<file path="config.mk">
export PLATFORM = sky130hd
export DESIGN_NAME = i2c_regslave
export DESIGN_NICKNAME = d
export VERILOG_FILES = /design/src/rtl/i2cs_pkg.sv /design/src/rtl/i2cs_glitch_filter.sv /design/src/rtl/i2cs_bus_events.sv /design/src/rtl/i2cs_xfer_fsm.sv /design/src/rtl/i2c_regslave.sv
export SDC_FILE = /design/constraint.sdc
export NUM_CORES = 1
export LEC_CHECK = 0
export ABC_CLOCK_PERIOD_IN_PS = 2900
export BUFFER_PORTS_ARGS = -buffer_cell sky130_fd_sc_hd__buf_2
export CORE_MARGIN = 1
export CORE_UTILIZATION = 40
export CTS_CLUSTER_SIZE = 14
export DETAILED_ROUTE_END_ITERATION = 10
export GPL_TIMING_DRIVEN = 0
export MAX_ROUTING_LAYER = met4
export SYNTH_ARGS = -nofsm -noshare
export SYNTH_HDL_FRONTEND = slang
export SYNTH_SLANG_ARGS = --single-unit
</file>
<file path="constraint.sdc">
create_clock -name clk -period 2.9 [get_ports clk]
set_input_delay 0.29 -clock clk [delete_from_list [all_inputs] [get_ports clk]]
set_output_delay 0.29 -clock clk [all_outputs]
set_load 0.01 [all_outputs]
</file>
<file path="src/rtl/i2cs_pkg.sv">
package i2cs_pkg;
  localparam int BYTE_W = 8;
  localparam int NUM_ID = 2;

  typedef enum logic [2:0] {
    PH_IDLE,
    PH_ADDR,
    PH_PTR,
    PH_DATA,
    PH_READ
  } i2cs_phase_t;
endpackage

</file>
<file path="src/rtl/i2cs_glitch_filter.sv">
module i2cs_glitch_filter #(
  parameter int   FILT_LEN  = 3,
  parameter logic RESET_VAL = 1'b1
) (
  input  logic clk,
  input  logic rst,
  input  logic din,
  output logic dout
);
  localparam int CW = $clog2(FILT_LEN) + 1;

  logic [1:0]    sync_q;
  logic [CW-1:0] cnt_q;
  logic          out_q;

  always_ff @(posedge clk) begin
    if (rst) begin
      sync_q <= {2{RESET_VAL}};
      cnt_q  <= '0;
      out_q  <= RESET_VAL;
    end else begin
      sync_q <= {sync_q[0], din};
      if (sync_q[1] != out_q) begin
        if (cnt_q == CW'(FILT_LEN - 1)) begin
          out_q <= sync_q[1];
          cnt_q <= '0;
        end else begin
          cnt_q <= cnt_q + CW'(1);
        end
      end else begin
        cnt_q <= '0;
      end
    end
  end

  assign dout = out_q;

  // the filtered level only moves to a value the synchroniser has held
  a_r9_filter_hold: assert property (@(posedge clk) disable iff (rst)
    !$stable(out_q) |-> ($past(sync_q[1]) == out_q) && ($past(sync_q[1], 2) == out_q));
endmodule

</file>
<file path="src/rtl/i2cs_bus_events.sv">
module i2cs_bus_events (
  input  logic clk,
  input  logic rst,
  input  logic scl_f,
  input  logic sda_f,
  output logic scl_rise,
  output logic scl_fall,
  output logic start_det,
  output logic stop_det
);
  logic scl_p, sda_p;

  always_ff @(posedge clk) begin
    if (rst) begin
      scl_p <= 1'b1;
      sda_p <= 1'b1;
    end else begin
      scl_p <= scl_f;
      sda_p <= sda_f;
    end
  end

  assign scl_rise  = scl_f & ~scl_p;
  assign scl_fall  = ~scl_f & scl_p;
  assign start_det = scl_f & scl_p & sda_p & ~sda_f;
  assign stop_det  = scl_f & scl_p & ~sda_p & sda_f;
endmodule

</file>
<file path="src/rtl/i2cs_xfer_fsm.sv">
module i2cs_xfer_fsm
  import i2cs_pkg::*;
#(
  parameter logic [6:0] DEV_ADDR = 7'h60,
  parameter int         PTR_W    = 8
) (
  input  logic              clk,
  input  logic              rst,
  input  logic              scl_f,
  input  logic              sda_f,
  input  logic              scl_rise,
  input  logic              scl_fall,
  input  logic              start_det,
  input  logic              stop_det,
  input  logic              busy_i,
  input  logic [BYTE_W-1:0] rd_byte,
  output logic              sda_low,
  output logic [PTR_W-1:0]  ptr,
  output logic [BYTE_W-1:0] wdata,
  output logic              we,
  output logic              abort
);
  i2cs_phase_t       phase_q;
  logic [3:0]        cnt_q;
  logic [BYTE_W-1:0] sh_q, tx_q, wdata_q;
  logic [PTR_W-1:0]  ptr_q;
  logic              rw_q, first_q, nack_q, we_q, abort_q, oe_q;
  logic [2:0]        bidx;

  assign bidx = 3'd7 - cnt_q[2:0];

  always_ff @(posedge clk) begin
    if (rst) begin
      phase_q <= PH_IDLE;
      cnt_q   <= '0;
      sh_q    <= '0;
      tx_q    <= '0;
      wdata_q <= '0;
      ptr_q   <= '0;
      rw_q    <= 1'b0;
      first_q <= 1'b0;
      nack_q  <= 1'b1;
      we_q    <= 1'b0;
      abort_q <= 1'b0;
      oe_q    <= 1'b0;
    end else begin
      we_q    <= 1'b0;
      abort_q <= 1'b0;
      if (start_det) begin
        phase_q <= PH_ADDR;
        cnt_q   <= '0;
        oe_q    <= 1'b0;
      end else if (stop_det) begin
        phase_q <= PH_IDLE;
        cnt_q   <= '0;
        oe_q    <= 1'b0;
      end else if (phase_q != PH_IDLE) begin
        if (scl_rise) begin
          if (cnt_q < 4'd8) sh_q <= {sh_q[BYTE_W-2:0], sda_f};
          if (cnt_q == 4'd8) nack_q <= sda_f;
          if (cnt_q < 4'd9) cnt_q <= cnt_q + 4'd1;
        end else if (scl_fall) begin
          if (cnt_q == 4'd8) begin
            case (phase_q)
              PH_ADDR: begin
                if (sh_q[7:1] == DEV_ADDR) begin
                  oe_q <= 1'b1;
                  rw_q <= sh_q[0];
                end else begin
                  phase_q <= PH_IDLE;
                  oe_q    <= 1'b0;
                end
              end
              PH_PTR: begin
                ptr_q   <= sh_q[PTR_W-1:0];
                first_q <= 1'b1;
                oe_q    <= 1'b1;
              end
              PH_DATA: begin
                oe_q    <= 1'b1;
                first_q <= 1'b0;
                if (first_q) begin
                  if (ptr_q < PTR_W'(NUM_ID)) begin
                    abort_q <= 1'b1;
                  end else if (!busy_i) begin
                    we_q    <= 1'b1;
                    wdata_q <= sh_q;
                  end
                end
              end
              PH_READ: oe_q <= 1'b0;
              default: oe_q <= 1'b0;
            endcase
          end else if (cnt_q == 4'd9) begin
            cnt_q <= '0;
            oe_q  <= 1'b0;
            case (phase_q)
              PH_ADDR: begin
                if (rw_q) begin
                  phase_q <= PH_READ;
                  tx_q    <= rd_byte;
                  oe_q    <= ~rd_byte[7];
                end else begin
                  phase_q <= PH_PTR;
                end
              end
              PH_PTR:  phase_q <= PH_DATA;
              PH_READ: begin
                if (nack_q) begin
                  phase_q <= PH_IDLE;
                end else begin
                  tx_q <= rd_byte;
                  oe_q <= ~rd_byte[7];
                end
              end
              default: phase_q <= phase_q;
            endcase
          end else if (phase_q == PH_READ && cnt_q != 4'd0) begin
            oe_q <= ~tx_q[bidx];
          end
        end
      end
    end
  end

  assign sda_low = oe_q;
  assign ptr     = ptr_q;
  assign wdata   = wdata_q;
  assign we      = we_q;
  assign abort   = abort_q;

  // a strobe only follows a cycle with busy low
  a_r7_busy_blocks: assert property (@(posedge clk) disable iff (rst)
    we_q |-> !$past(busy_i));
  // ID pointers never receive a strobe
  a_r6_no_we_to_id: assert property (@(posedge clk) disable iff (rst)
    we_q |-> (ptr_q >= PTR_W'(NUM_ID)));
  // an abort only names an ID pointer
  a_r6_abort_on_id: assert property (@(posedge clk) disable iff (rst)
    abort_q |-> (ptr_q < PTR_W'(NUM_ID)));
  // strobe and abort never coincide
  a_r6_we_abort_excl: assert property (@(posedge clk) disable iff (rst)
    $onehot0({we_q, abort_q}));
  // the SDA drive only moves after a low SCL sample
  a_r8_sda_on_low: assert property (@(posedge clk) disable iff (rst)
    !$stable(oe_q) |-> !$past(scl_f));
  // nothing is driven while the target is idle
  a_r1_idle_release: assert property (@(posedge clk) disable iff (rst)
    (phase_q == PH_IDLE) && $stable(phase_q) |-> !oe_q);
endmodule

</file>
<file path="src/rtl/i2c_regslave.sv">
module i2c_regslave
  import i2cs_pkg::*;
#(
  parameter logic [6:0]        DEV_ADDR = 7'h60,
  parameter int                FILT_LEN = 3,
  parameter int                PTR_W    = 8,
  parameter logic [BYTE_W-1:0] ID0_VAL  = 8'h1B,
  parameter logic [BYTE_W-1:0] ID1_VAL  = 8'h00
) (
  input  logic              clk,
  input  logic              rst,
  input  logic              scl_i,
  input  logic              sda_i,
  output logic              sda_low_o,
  input  logic              busy_i,
  output logic [PTR_W-1:0]  reg_addr_o,
  output logic [BYTE_W-1:0] reg_wdata_o,
  output logic              reg_we_o,
  input  logic [BYTE_W-1:0] reg_rdata_i,
  output logic              abort_o
);
  localparam int NLINES = 2;

  logic [NLINES-1:0] raw_in, filt;
  logic scl_rise, scl_fall, start_det, stop_det;
  logic [BYTE_W-1:0] rd_byte;

  assign raw_in = {sda_i, scl_i};

  for (genvar g = 0; g < NLINES; g++) begin : g_filt
    i2cs_glitch_filter #(.FILT_LEN(FILT_LEN), .RESET_VAL(1'b1)) u_filt (
      .clk  (clk),
      .rst  (rst),
      .din  (raw_in[g]),
      .dout (filt[g])
    );
  end

  i2cs_bus_events u_events (
    .clk       (clk),
    .rst       (rst),
    .scl_f     (filt[0]),
    .sda_f     (filt[1]),
    .scl_rise  (scl_rise),
    .scl_fall  (scl_fall),
    .start_det (start_det),
    .stop_det  (stop_det)
  );

  always_comb begin
    if (reg_addr_o == PTR_W'(0))      rd_byte = ID0_VAL;
    else if (reg_addr_o == PTR_W'(1)) rd_byte = ID1_VAL;
    else                              rd_byte = reg_rdata_i;
  end

  i2cs_xfer_fsm #(.DEV_ADDR(DEV_ADDR), .PTR_W(PTR_W)) u_fsm (
    .clk       (clk),
    .rst       (rst),
    .scl_f     (filt[0]),
    .sda_f     (filt[1]),
    .scl_rise  (scl_rise),
    .scl_fall  (scl_fall),
    .start_det (start_det),
    .stop_det  (stop_det),
    .busy_i    (busy_i),
    .rd_byte   (rd_byte),
    .sda_low   (sda_low_o),
    .ptr       (reg_addr_o),
    .wdata     (reg_wdata_o),
    .we        (reg_we_o),
    .abort     (abort_o)
  );
endmodule

</file>
==> metrics.csv <==
stage,metric,value,unit
worst_setup_path,worst endpoint data arrival time,2.44,ns
cells_and_area,fraction of layout instances using a drive strength above 1,18.79,%
pwr,sequential group share of total power,48.5,%
floorplanning,placeable core area,0.006495,mm^2
detailed_routing,total via count in the routed design,2211,
clock_tree,Post-CTS Repair Setup Buffers,0,
detailed_routing,DRC errors left,0,
detailed_routing,number of optimization iterations in the first detailed-route pass,6,
synthesis,"Cell Area, Synth",0.002739,mm^2
clock_tree,count of clock tree sinks,59,
global_route,wire length of the first global-routing pass,10360,um
worst_setup_path,worst reg2reg startpoint,u_fsm.cnt_q[3],
global_route,maximum number of pins on one net before global-route repair,12,
sta,clock tree skew after final layout,0.01076,ns
sta,ratio of final minimum period to clock period,77.35,%
pwr,pwr/cell area,523.9,mW/mm^2
synthesis,multiplexer fraction of the synthesized cell area,11.42,%
clock_tree,CTS HTree Levels,3,
clock_tree,post-CTS resize count,0,
synthesis,most used flip-flop cell after synthesis,dfxtp_1,
synthesis,parity-gate share of the synthesized area counting xor and xnor cells,1.599,%
clock_tree,clock tree from TritonCTS,built,
floorplanning,Rows,29,
synthesis,top cells by area in the synthesized netlist,"dfxtp_1, mux2i_1, nor2_1, ha_1, a21oi_1",
detailed_routing,Total Wirelength,6010,um
sta,setup repair after global routing missed its margin,false,
global_route,antenna violations before repair,0,
worst_setup_path,Critical path origin,u_fsm.cnt_q[3],
global_route,Overflow after GRT,0,
worst_setup_path,CP endpoint kind,flop,
detailed_routing,average via count per standard cell,5.227,
sta,worst relative slew slack,54.13,%
sta,setup slack of the critical path after layout,0.6568,ns
place,port bufs,31,
detailed_routing,per-cell routed wire length,14.21,um
detailed_routing,DRC marker count from the first detailed-route iteration,134,
pwr,worst ir drop on vdd,0.2971,mV
synthesis,instance count of the mapped netlist,299,
pwr,net switching power figure,369.6,uW
pwr,Combinational Power Share,2.0,%
job,number of violations of the max-capacitance limit,0,
sta,Fmax,0.4458,GHz
worst_setup_path,CP required,3.10,ns
detailed_routing,number of nets with antenna violations after detailed routing,0,
clock_tree,Longest Clk Path Bufs,2,
cells_and_area,Antenna Cells,0,
pwr,sw frac,21.99,%
clock_tree,latest clock arrival within the worst-skew pair,0.35,ns
synthesis,synthesized area per cell,9.160,um^2
worst_setup_path,Crit Path Class,reg2reg,
worst_setup_path,category of the worst setup path launch point,flop,
synthesis,Async SR Flop Fraction,0,%
worst_setup_path,worst setup slack for register-to-register paths,0.66,ns
worst_setup_path,reg-to-reg critical path endpoint,u_fsm.ptr[0],
pwr,total power consumption of the routed design,1.681,mW
sta,setup tns final,0,ns
sta,number of slew-limit violations in the final report,0,
sta,slew at the pin with the worst max-slew slack,0.6863,ns
sta,setup violation total in the final timing report,0,
synthesis,number of flops mapped to enable cells by yosys,0,
cells_and_area,fin nets,365,
pwr,proportion of power drawn by the clock network,49.5,%
synthesis,synthesis-stage register bit count,59,
worst_setup_path,maximum fanout count along the critical path,9,
clock_tree,number of buffers created by CTS,9,
synthesis,net count of the mapped netlist,323,
floorplanning,floorplan die width,84.75,um
pwr,cell-internal power,1.311,mW
hold_path,Hold/Removal Path Class,in2reg,
clock_tree,post-CTS clock slew at the launch and capture registers of the worst setup and hold paths,0.07,ns
floorplanning,die extent in y,84.75,um
outcome,run status,completed,
floorplanning,count of pins on the block boundary,32,
worst_setup_path,worst setup path end,u_fsm.ptr[0],
global_route,via count of the first global-routing pass,2131,
place,final RePlAce weighted congestion,0.8598,
clock_tree,CTS Root Cell,clkbuf_8,
synthesis,synth warn,0,
worst_setup_path,count of cells along the worst register-to-register path,6,
global_route,total global-route track usage,19.51,%
synthesis,number of library cell types mapped by synthesis,50,
synthesis,cell accounting for the most synthesized area,dfxtp_1,
place,dpl ws,0.6902,ns
synthesis,area fraction in compound gates after synthesis,10.74,%
floorplanning,die area,0.007182,mm^2
synthesis,post-synth top area share,43.12,%
synthesis,post-synthesis sequential area ratio,43.12,%
sta,final hold violations,0,
place,HPWL after DPL,4301,um
sta,min Tclk post-route,2.243,ns
cells_and_area,"most common cell after layout, fill and taps aside",dfxtp_1,
synthesis,adder-cell area share of the yosys netlist,5.025,%
clock_tree,CTS hold repair buffers,0,
pwr,Static Leakage,1.297,nW
cells_and_area,signed area change from the synthesized netlist to the final layout,17.13,%
floorplanning,effective utilization at floorplan,42.17,%
cells_and_area,"commonest cells after routing, fill and taps aside","dfxtp_1, nor2_1, buf_2, mux2i_1, a21oi_1",
synthesis,dominant combinational cell family by area after synthesis,simple AND/OR/NAND/NOR gates,
synthesis,fraction of the mapped netlist area in simple logic gates,23.39,%
==> cell type report <==
| type | instances | area (um^2) |
|---|---|---|
| Fill cell | 605 | 3287 |
| Multi-Input combinational cell | 210 | 1429 |
| Sequential cell | 59 | 1181 |
| Timing Repair Buffer | 31 | 155.1 |
| Clock buffer | 10 | 127.6 |
| Tap cell | 77 | 96.34 |
| Clock inverter | 6 | 90.09 |
| Buffer | 17 | 80.08 |
| Inverter | 13 | 48.80 |
==> critical path: stages (launching register included) <==
cell and delay [ns]:
dfxtp_1 0.47, nor4b_2 0.63, nand3_1 0.24, nor3_1 0.17, buf_2 0.31, mux2i_1 0.22, nor2_1 0.06
==> state kept, by name, indices dropped and copies added (netlist names), 2 cells and up <==
register,flops
u_fsm.ptr,8
u_fsm.sh_q,8
u_fsm.tx_q,8
u_fsm.wdata,8
g_filt.u_filt.cnt_q,6
g_filt.u_filt.sync_q,4
u_fsm.cnt_q,4
u_fsm.phase_q,3
g_filt.u_filt.dout,2
==> per-layer routing <==
layer	share of wire [%]	vias to the layer above	GRT usage, %
met3	3.2	11	5.211
met2	44	39	29.49
met5	0	-	-
li1	-	1124	-
met4	2.2	0	8.629
met1	51	1037	24.45
==> logic make-up after synthesis <==
kind of cell	after synthesis
AO/OA/AOI/OAI	43
multiplexers	30
adder cells (fa/ha/maj)	11
AND/OR/NAND/NOR	121
XOR/XNOR	5
buffers and inverters	30
flip-flops	59
==> worst min-delay path by stage <==
stage	depth (start not counted)	from	end
2_1_floorplan	1	g_filt[0].u_filt.sync_q[0]	g_filt[0].u_filt.sync_q[1]
3_3_place_gp	1	g_filt[0].u_filt.sync_q[0]	g_filt[0].u_filt.sync_q[1]
3_5_place_dp	1	g_filt[0].u_filt.sync_q[0]	g_filt[0].u_filt.sync_q[1]
4_1_cts	2	sda_i	g_filt[1].u_filt.sync_q[0]
5_1_grt	2	scl_i	g_filt[0].u_filt.sync_q[0]
6_report	2	sda_i	g_filt[1].u_filt.sync_q[0]
==> synth_stat cells, types with 5 or more instances <==
library cell / n
nor3_1: 8
or2_2: 6
inv_1: 12
nor2_1: 47
nand2_1: 12
a21oi_1: 20
dfxtp_1: 59
mux2i_1: 29
ha_1: 11
clkbuf_1: 11
nand3_1: 9
nand2b_1: 5
nor2b_1: 5
==> metrics by stage <==
stage	cells	hold WS, ns	cell area, um^2	util [%]
CTS	423	0.1109	3208	49.39
global route	423	0.1191	3208	49.39
finish	423	0.1294	3208	49.39
detailed placement	407	0.3933	2990	46.04
floorplan	299	0.3895	2739	-
global placement	407	0.3930	2990	46.04
==> power by group through the flow <==
stage | Sequential, mW | Combinational, mW | Clock [mW]
after floorplan | 0.834 | 0.0175 | 0
after global placement | 0.834 | 0.0344 | 0
after detailed placement | 0.834 | 0.0345 | 0
after CTS | 0.815 | 0.0348 | 0.851
after global routing | 0.816 | 0.0383 | 0.889
final | 0.816 | 0.0340 | 0.831
(Power assumes the default switching activity.)
